<file path="src/rtl/usb_dpll_pkg.sv">
package usb_dpll_pkg;

   typedef enum logic {
      SPD_FULL = 1'b0,
      SPD_LOW  = 1'b1
   } spd_e;

   function automatic int max2(input int a, input int b);
      return (a > b) ? a : b;
   endfunction

endpackage

</file>
<file path="src/rtl/usb_dpll_sync.sv">
module usb_dpll_sync #(
   parameter int STAGES = 2
) (
   input  logic clk,
   input  logic rst_n,
   input  logic d,
   output logic q
);
   logic [STAGES-1:0] chain;

   generate
      for (genvar i = 0; i < STAGES; i++) begin : g_stage
         if (i == 0) begin : g_first
            always_ff @(posedge clk or negedge rst_n) begin
               if (!rst_n) chain[0] <= 1'b0;
               else        chain[0] <= d;
            end
         end else begin : g_next
            always_ff @(posedge clk or negedge rst_n) begin
               if (!rst_n) chain[i] <= 1'b0;
               else        chain[i] <= chain[i-1];
            end
         end
      end
   endgenerate

   assign q = chain[STAGES-1];
endmodule

</file>
<file path="src/rtl/usb_dpll_edge.sv">
module usb_dpll_edge (
   input  logic clk,
   input  logic rst_n,
   input  logic lvl,
   output logic hit
);
   logic lvl_q;

   always_ff @(posedge clk or negedge rst_n) begin
      if (!rst_n) lvl_q <= 1'b0;
      else        lvl_q <= lvl;
   end

   assign hit = lvl ^ lvl_q;
endmodule

</file>
<file path="src/rtl/usb_dpll_phase.sv">
module usb_dpll_phase
   import usb_dpll_pkg::*;
#(
   parameter int FS_DIV = 4,
   parameter int LS_DIV = 32
) (
   input  logic clk,
   input  logic rst_n,
   input  logic ls_sel,
   input  logic edge_hit,
   output logic spd_chg,
   output logic spd_low,
   output logic mid_hit
);
   localparam int CW = $clog2(max2(FS_DIV, LS_DIV));
   localparam logic [CW-1:0] FS_LAST = CW'(FS_DIV - 1);
   localparam logic [CW-1:0] LS_LAST = CW'(LS_DIV - 1);
   localparam logic [CW-1:0] FS_MID  = CW'(FS_DIV / 2);
   localparam logic [CW-1:0] LS_MID  = CW'(LS_DIV / 2);

   spd_e          spd_q;
   logic [CW-1:0] phase_q;
   logic [CW-1:0] last_ph;
   logic [CW-1:0] mid_ph;

   always_comb begin
      spd_chg = (spd_e'(ls_sel) != spd_q);
      last_ph = (spd_q == SPD_LOW) ? LS_LAST : FS_LAST;
      mid_ph  = (spd_q == SPD_LOW) ? LS_MID  : FS_MID;
      mid_hit = (phase_q == mid_ph) && !edge_hit && !spd_chg;
   end

   always_ff @(posedge clk or negedge rst_n) begin
      if (!rst_n) begin
         spd_q   <= SPD_FULL;
         phase_q <= '0;
      end else if (spd_chg) begin
         spd_q   <= spd_e'(ls_sel);
         phase_q <= '0;
      end else if (edge_hit) begin
         phase_q <= CW'(1);
      end else if (phase_q == last_ph) begin
         phase_q <= '0;
      end else begin
         phase_q <= phase_q + CW'(1);
      end
   end

   assign spd_low = (spd_q == SPD_LOW);
endmodule

</file>
<file path="src/rtl/usb_bitclk_recover.sv">
module usb_bitclk_recover #(
   parameter int FS_DIV      = 4,
   parameter int LS_DIV      = 32,
   parameter int SYNC_STAGES = 2
) (
   input  logic clk,
   input  logic rst_n,
   input  logic ls_mode,
   input  logic rx_diff,
   output logic bit_stb,
   output logic bit_val
);
   generate
      if (FS_DIV < 4 || (FS_DIV % 2) != 0) begin : g_bad_fs
         $error("FS_DIV must be even and at least 4");
      end
      if (LS_DIV <= FS_DIV || (LS_DIV % 2) != 0) begin : g_bad_ls
         $error("LS_DIV must be even and larger than FS_DIV");
      end
      if (SYNC_STAGES < 2) begin : g_bad_sync
         $error("SYNC_STAGES must be at least 2");
      end
   endgenerate

   logic rx_lvl;
   logic edge_hit;
   logic spd_chg;
   logic spd_low;
   logic mid_hit;

   usb_dpll_sync #(.STAGES(SYNC_STAGES)) u_sync (
      .clk   (clk),
      .rst_n (rst_n),
      .d     (rx_diff),
      .q     (rx_lvl)
   );

   usb_dpll_edge u_edge (
      .clk   (clk),
      .rst_n (rst_n),
      .lvl   (rx_lvl),
      .hit   (edge_hit)
   );

   usb_dpll_phase #(.FS_DIV(FS_DIV), .LS_DIV(LS_DIV)) u_phase (
      .clk      (clk),
      .rst_n    (rst_n),
      .ls_sel   (ls_mode),
      .edge_hit (edge_hit),
      .spd_chg  (spd_chg),
      .spd_low  (spd_low),
      .mid_hit  (mid_hit)
   );

   always_ff @(posedge clk or negedge rst_n) begin
      if (!rst_n) begin
         bit_stb <= 1'b0;
         bit_val <= 1'b0;
      end else begin
         bit_stb <= mid_hit;
         if (mid_hit) bit_val <= rx_lvl;
      end
   end
endmodule

</file>
<file path="config.mk">
export PLATFORM = sky130hd
export DESIGN_NAME = usb_bitclk_recover
export DESIGN_NICKNAME = d
export VERILOG_FILES = /design/src/rtl/usb_dpll_pkg.sv /design/src/rtl/usb_dpll_sync.sv /design/src/rtl/usb_dpll_edge.sv /design/src/rtl/usb_dpll_phase.sv /design/src/rtl/usb_bitclk_recover.sv
export SDC_FILE = /design/constraint.sdc
export NUM_CORES = 1
export LEC_CHECK = 0
export BUFFER_PORTS_ARGS = -buffer_cell sky130_fd_sc_hd__buf_4
export CAP_MARGIN = 20
export CORE_AREA = 2 2 39 41
export DETAILED_ROUTE_END_ITERATION = 6
export DIE_AREA = 0 0 41 43
export GPL_TIMING_DRIVEN = 0
export PLACE_DENSITY_LB_ADDON = 0.08
export REMOVE_ABC_BUFFERS = 1
export SYNTH_ARGS = -nofsm -noshare
export SYNTH_HDL_FRONTEND = slang
export SYNTH_HIERARCHICAL = 1
export SYNTH_SLANG_ARGS = --single-unit
export TNS_END_PERCENT = 10
</file>
<file path="constraint.sdc">
create_clock -name clk -period 3.3 [get_ports clk]
set_input_delay 0.66 -clock clk [delete_from_list [all_inputs] [get_ports clk]]
set_output_delay 0.66 -clock clk [all_outputs]
set_load 0.05 [all_outputs]
</file>
==> flow_metrics.env <==
export IMPL_regToRegEndpoint="bit_val"
export IMPL_routedWlPerCell_um=12.07
export IMPL_hold_viol_final=0
export IMPL_final_critical_path_setup_slack_ns=1.614
export IMPL_cts_tree="done"
export IMPL_routed_wirelength_um=712
export IMPL_power_ir_vdd_worst_mv=0.2218
export IMPL_total_power_w=0.0002837
export IMPL_critPathCaptureType="flop"
export IMPL_first_global_vias=290
export IMPL_clockRootBuffer="sky130_fd_sc_hd__clkbuf_4"
export IMPL_cell_internal_pwr_w=0.0002089
export IMPL_chipWidth_um=41
export IMPL_post_drt_via_cell_ratio=4.847
export IMPL_critPathLaunchType="flop"
export IMPL_synthesis_area_sq_um=469.2
export IMPL_rr_worst_depth=4
export IMPL_synthesis_area_per_instance_sq_um=13.41
export IMPL_detailed_place_area_sq_um=523.0
export IMPL_first_pass_detailed_route_iteration_total=4
export IMPL_io_pins=6
export IMPL_clock_skew_final_ns=0.009268
export IMPL_initial_core_utilization_pct=33.91
export IMPL_power_switching_share_pct=26.34
export IMPL_gpl_final_weighted_congestion=0.7688
export IMPL_p_per_area_nw_per_um2=516.4
export IMPL_post_route_cells_drive_above_1_share_pct=30.23
export IMPL_grt_pass1_wl_mm=1.193
export IMPL_mostFrequentLayoutCells="sky130_fd_sc_hd__dfrtp_1, sky130_fd_sc_hd__buf_4, sky130_fd_sc_hd__clkbuf_4, sky130_fd_sc_hd__xor2_1, sky130_fd_sc_hd__nor3_1"
export IMPL_clkTransAtPathRegs_ns=0.07
export IMPL_placement_io_buffers=5
export IMPL_minimum_setup_slack_among_reg_to_reg_paths_ns=1.61
export IMPL_syn_to_final_growth_pct=17.07
export IMPL_grt_max_degree=12
export IMPL_finalWorstPathRequiredPeriod_ns=1.686
export IMPL_row_count=14
export IMPL_floorplan_die_area_sq_um=1763
export IMPL_route_antenna_remaining_nets=0
export IMPL_layout_commonest_cell="sky130_fd_sc_hd__dfrtp_1"
export IMPL_antennaDiodeCount=0
export IMPL_remaining_drc_errors=0
export IMPL_route_vias_total=286
export IMPL_worst_skew_pair_late_latency_ns=0.27
export IMPL_ctsResizeCount=0
export IMPL_finish_net_count=49
export IMPL_critical_path_arrival_ns=1.83
export IMPL_share_clk_of_total_power_pct=32.0
export IMPL_dr_first_iter_drc_count=6
export IMPL_grt_setup_unrepaired="no"
export IMPL_hp_class="primary input to asynchronous set/reset pin"
export IMPL_crit_type="flop to flop"
export IMPL_critical_path_required_ns=3.45
export IMPL_postLayoutCoreUtil_pct=39.69
export IMPL_cp_slowest_cell="sky130_fd_sc_hd__or4_1"
export IMPL_pre_cts_slack_ns=1.451
export IMPL_critical_path_cell_chain="xor2_1 > or4_1 > a21oi_1 > mux2_4"
export IMPL_post_route_period_util_pct=51.09
export IMPL_final_setup_tns_ns=0
export IMPL_design_core_area_sq_um=1384
export IMPL_relSlewSlack_pct=72.17
export IMPL_chipHeight_um=43
export IMPL_finalMaxSlewViolations=0
export IMPL_grt_total_usage_pct=10.34
export IMPL_p_leak_nw=0.2369
export IMPL_cts_htree_levels=1
export IMPL_seq_power_share_pct=52.8
export IMPL_antenna_violations_before_repair=0
export IMPL_fmax_mhz=593.2
export IMPL_ys_warn_count=6
export IMPL_net_switching_power_w=0.00007473
export IMPL_critPathMaxStageDelay_ns=0.43
export IMPL_fin_area_sq_um=549.3
export IMPL_maxCapViolations=0
export IMPL_outcome="completed"
export IMPL_comb_power_share_pct=15.2
export IMPL_slew_at_the_pin_closest_to_its_max_slew_limit_ns=0.4161
export IMPL_setup_violations_final=0
export IMPL_place_detailed_hpwl_um=516.2
export IMPL_post_cts_setup_buffers=0
export IMPL_layout_filler_cells=132
export IMPL_maximum_root_to_sink_buffer_count=2
export IMPL_critical_path_peak_fanout=6
export IMPL_global_route_overflow_total=0
export IMPL_netlist_instances=35
export IMPL_tritoncts_num_buffers=3
export IMPL_numClockSinks=11
export IMPL_post_cts_hold_buffer_count=0
export IMPL_r2r_start="u_sync/q"
[per-stage QoR]
step                hold slack (ns)  instances
floorplan                    0.3312         34
finish                       0.2041         59
global placement             0.3394         55
detailed placement           0.3418         55
global route                 0.2033         59
CTS                          0.1954         59
[critical path: cells and delay by family (launching register included)]
family | cells | cell delay (ns)
AND/OR/NAND/NOR | 1 | 0.43
flip-flops | 1 | 0.40
multiplexers | 1 | 0.32
AO/OA/AOI/OAI | 1 | 0.22
XOR/XNOR | 1 | 0.21
[area by class of cell]
class / count / area (sq um) / area share, %
Multi-Input combinational cell: 23 / 190.2 / 34.62
Timing Repair Buffer: 5 / 37.54 / 6.834
Tap cell: 16 / 20.02 / 3.645
Sequential cell: 11 / 275.3 / 50.11
Clock buffer: 4 / 26.28 / 4.784
[registers in the layout, summed over array words and instances, names as in the netlist]
signal / count
u_sync/chain: 1
u_sync/q: 1
u_phase/spd_low: 1
bit_val: 1
u_phase/phase_q: 5
bit_stb: 1
u_edge/lvl_q: 1
[how the worst max path moves through the flow]
stage / cells after the start / endpoint / slack [ns] / from
floorplan: 4 / bit_val / 1.69 / ls_mode
global placement: 5 / bit_val / 1.49 / ls_mode
CTS: 4 / bit_val / 1.59 / u_sync/q
detailed placement: 5 / bit_val / 1.45 / ls_mode
global route: 4 / bit_val / 1.54 / u_sync/q
finish: 4 / bit_val / 1.61 / u_sync/q
[layer usage]
| layer | vias to the layer above | share of wire [%] | global-route usage [%] | routed length, um |
|---|---|---|---|---|
| met3 | 0 | 5.2 | 3.141 | 37 |
| met2 | 5 | 49 | 13.13 | 349 |
| met1 | 140 | 46 | 14.04 | 325 |
| met4 | 0 | 0 | 8.000 | 0 |
| li1 | 141 | - | - | - |
| met5 | - | 0 | 0 | 0 |
[power by group through the flow]
stage                     registers (W)  logic [W]  clock network, W
after floorplan                0.000162  0.0000198                 0
after global placement         0.000152  0.0000438                 0
after detailed placement       0.000152  0.0000437                 0
after CTS                      0.000150  0.0000435         0.0000964
after global routing           0.000151  0.0000467          0.000103
final                          0.000150  0.0000430         0.0000907
Power figures use the tool's default switching activity.
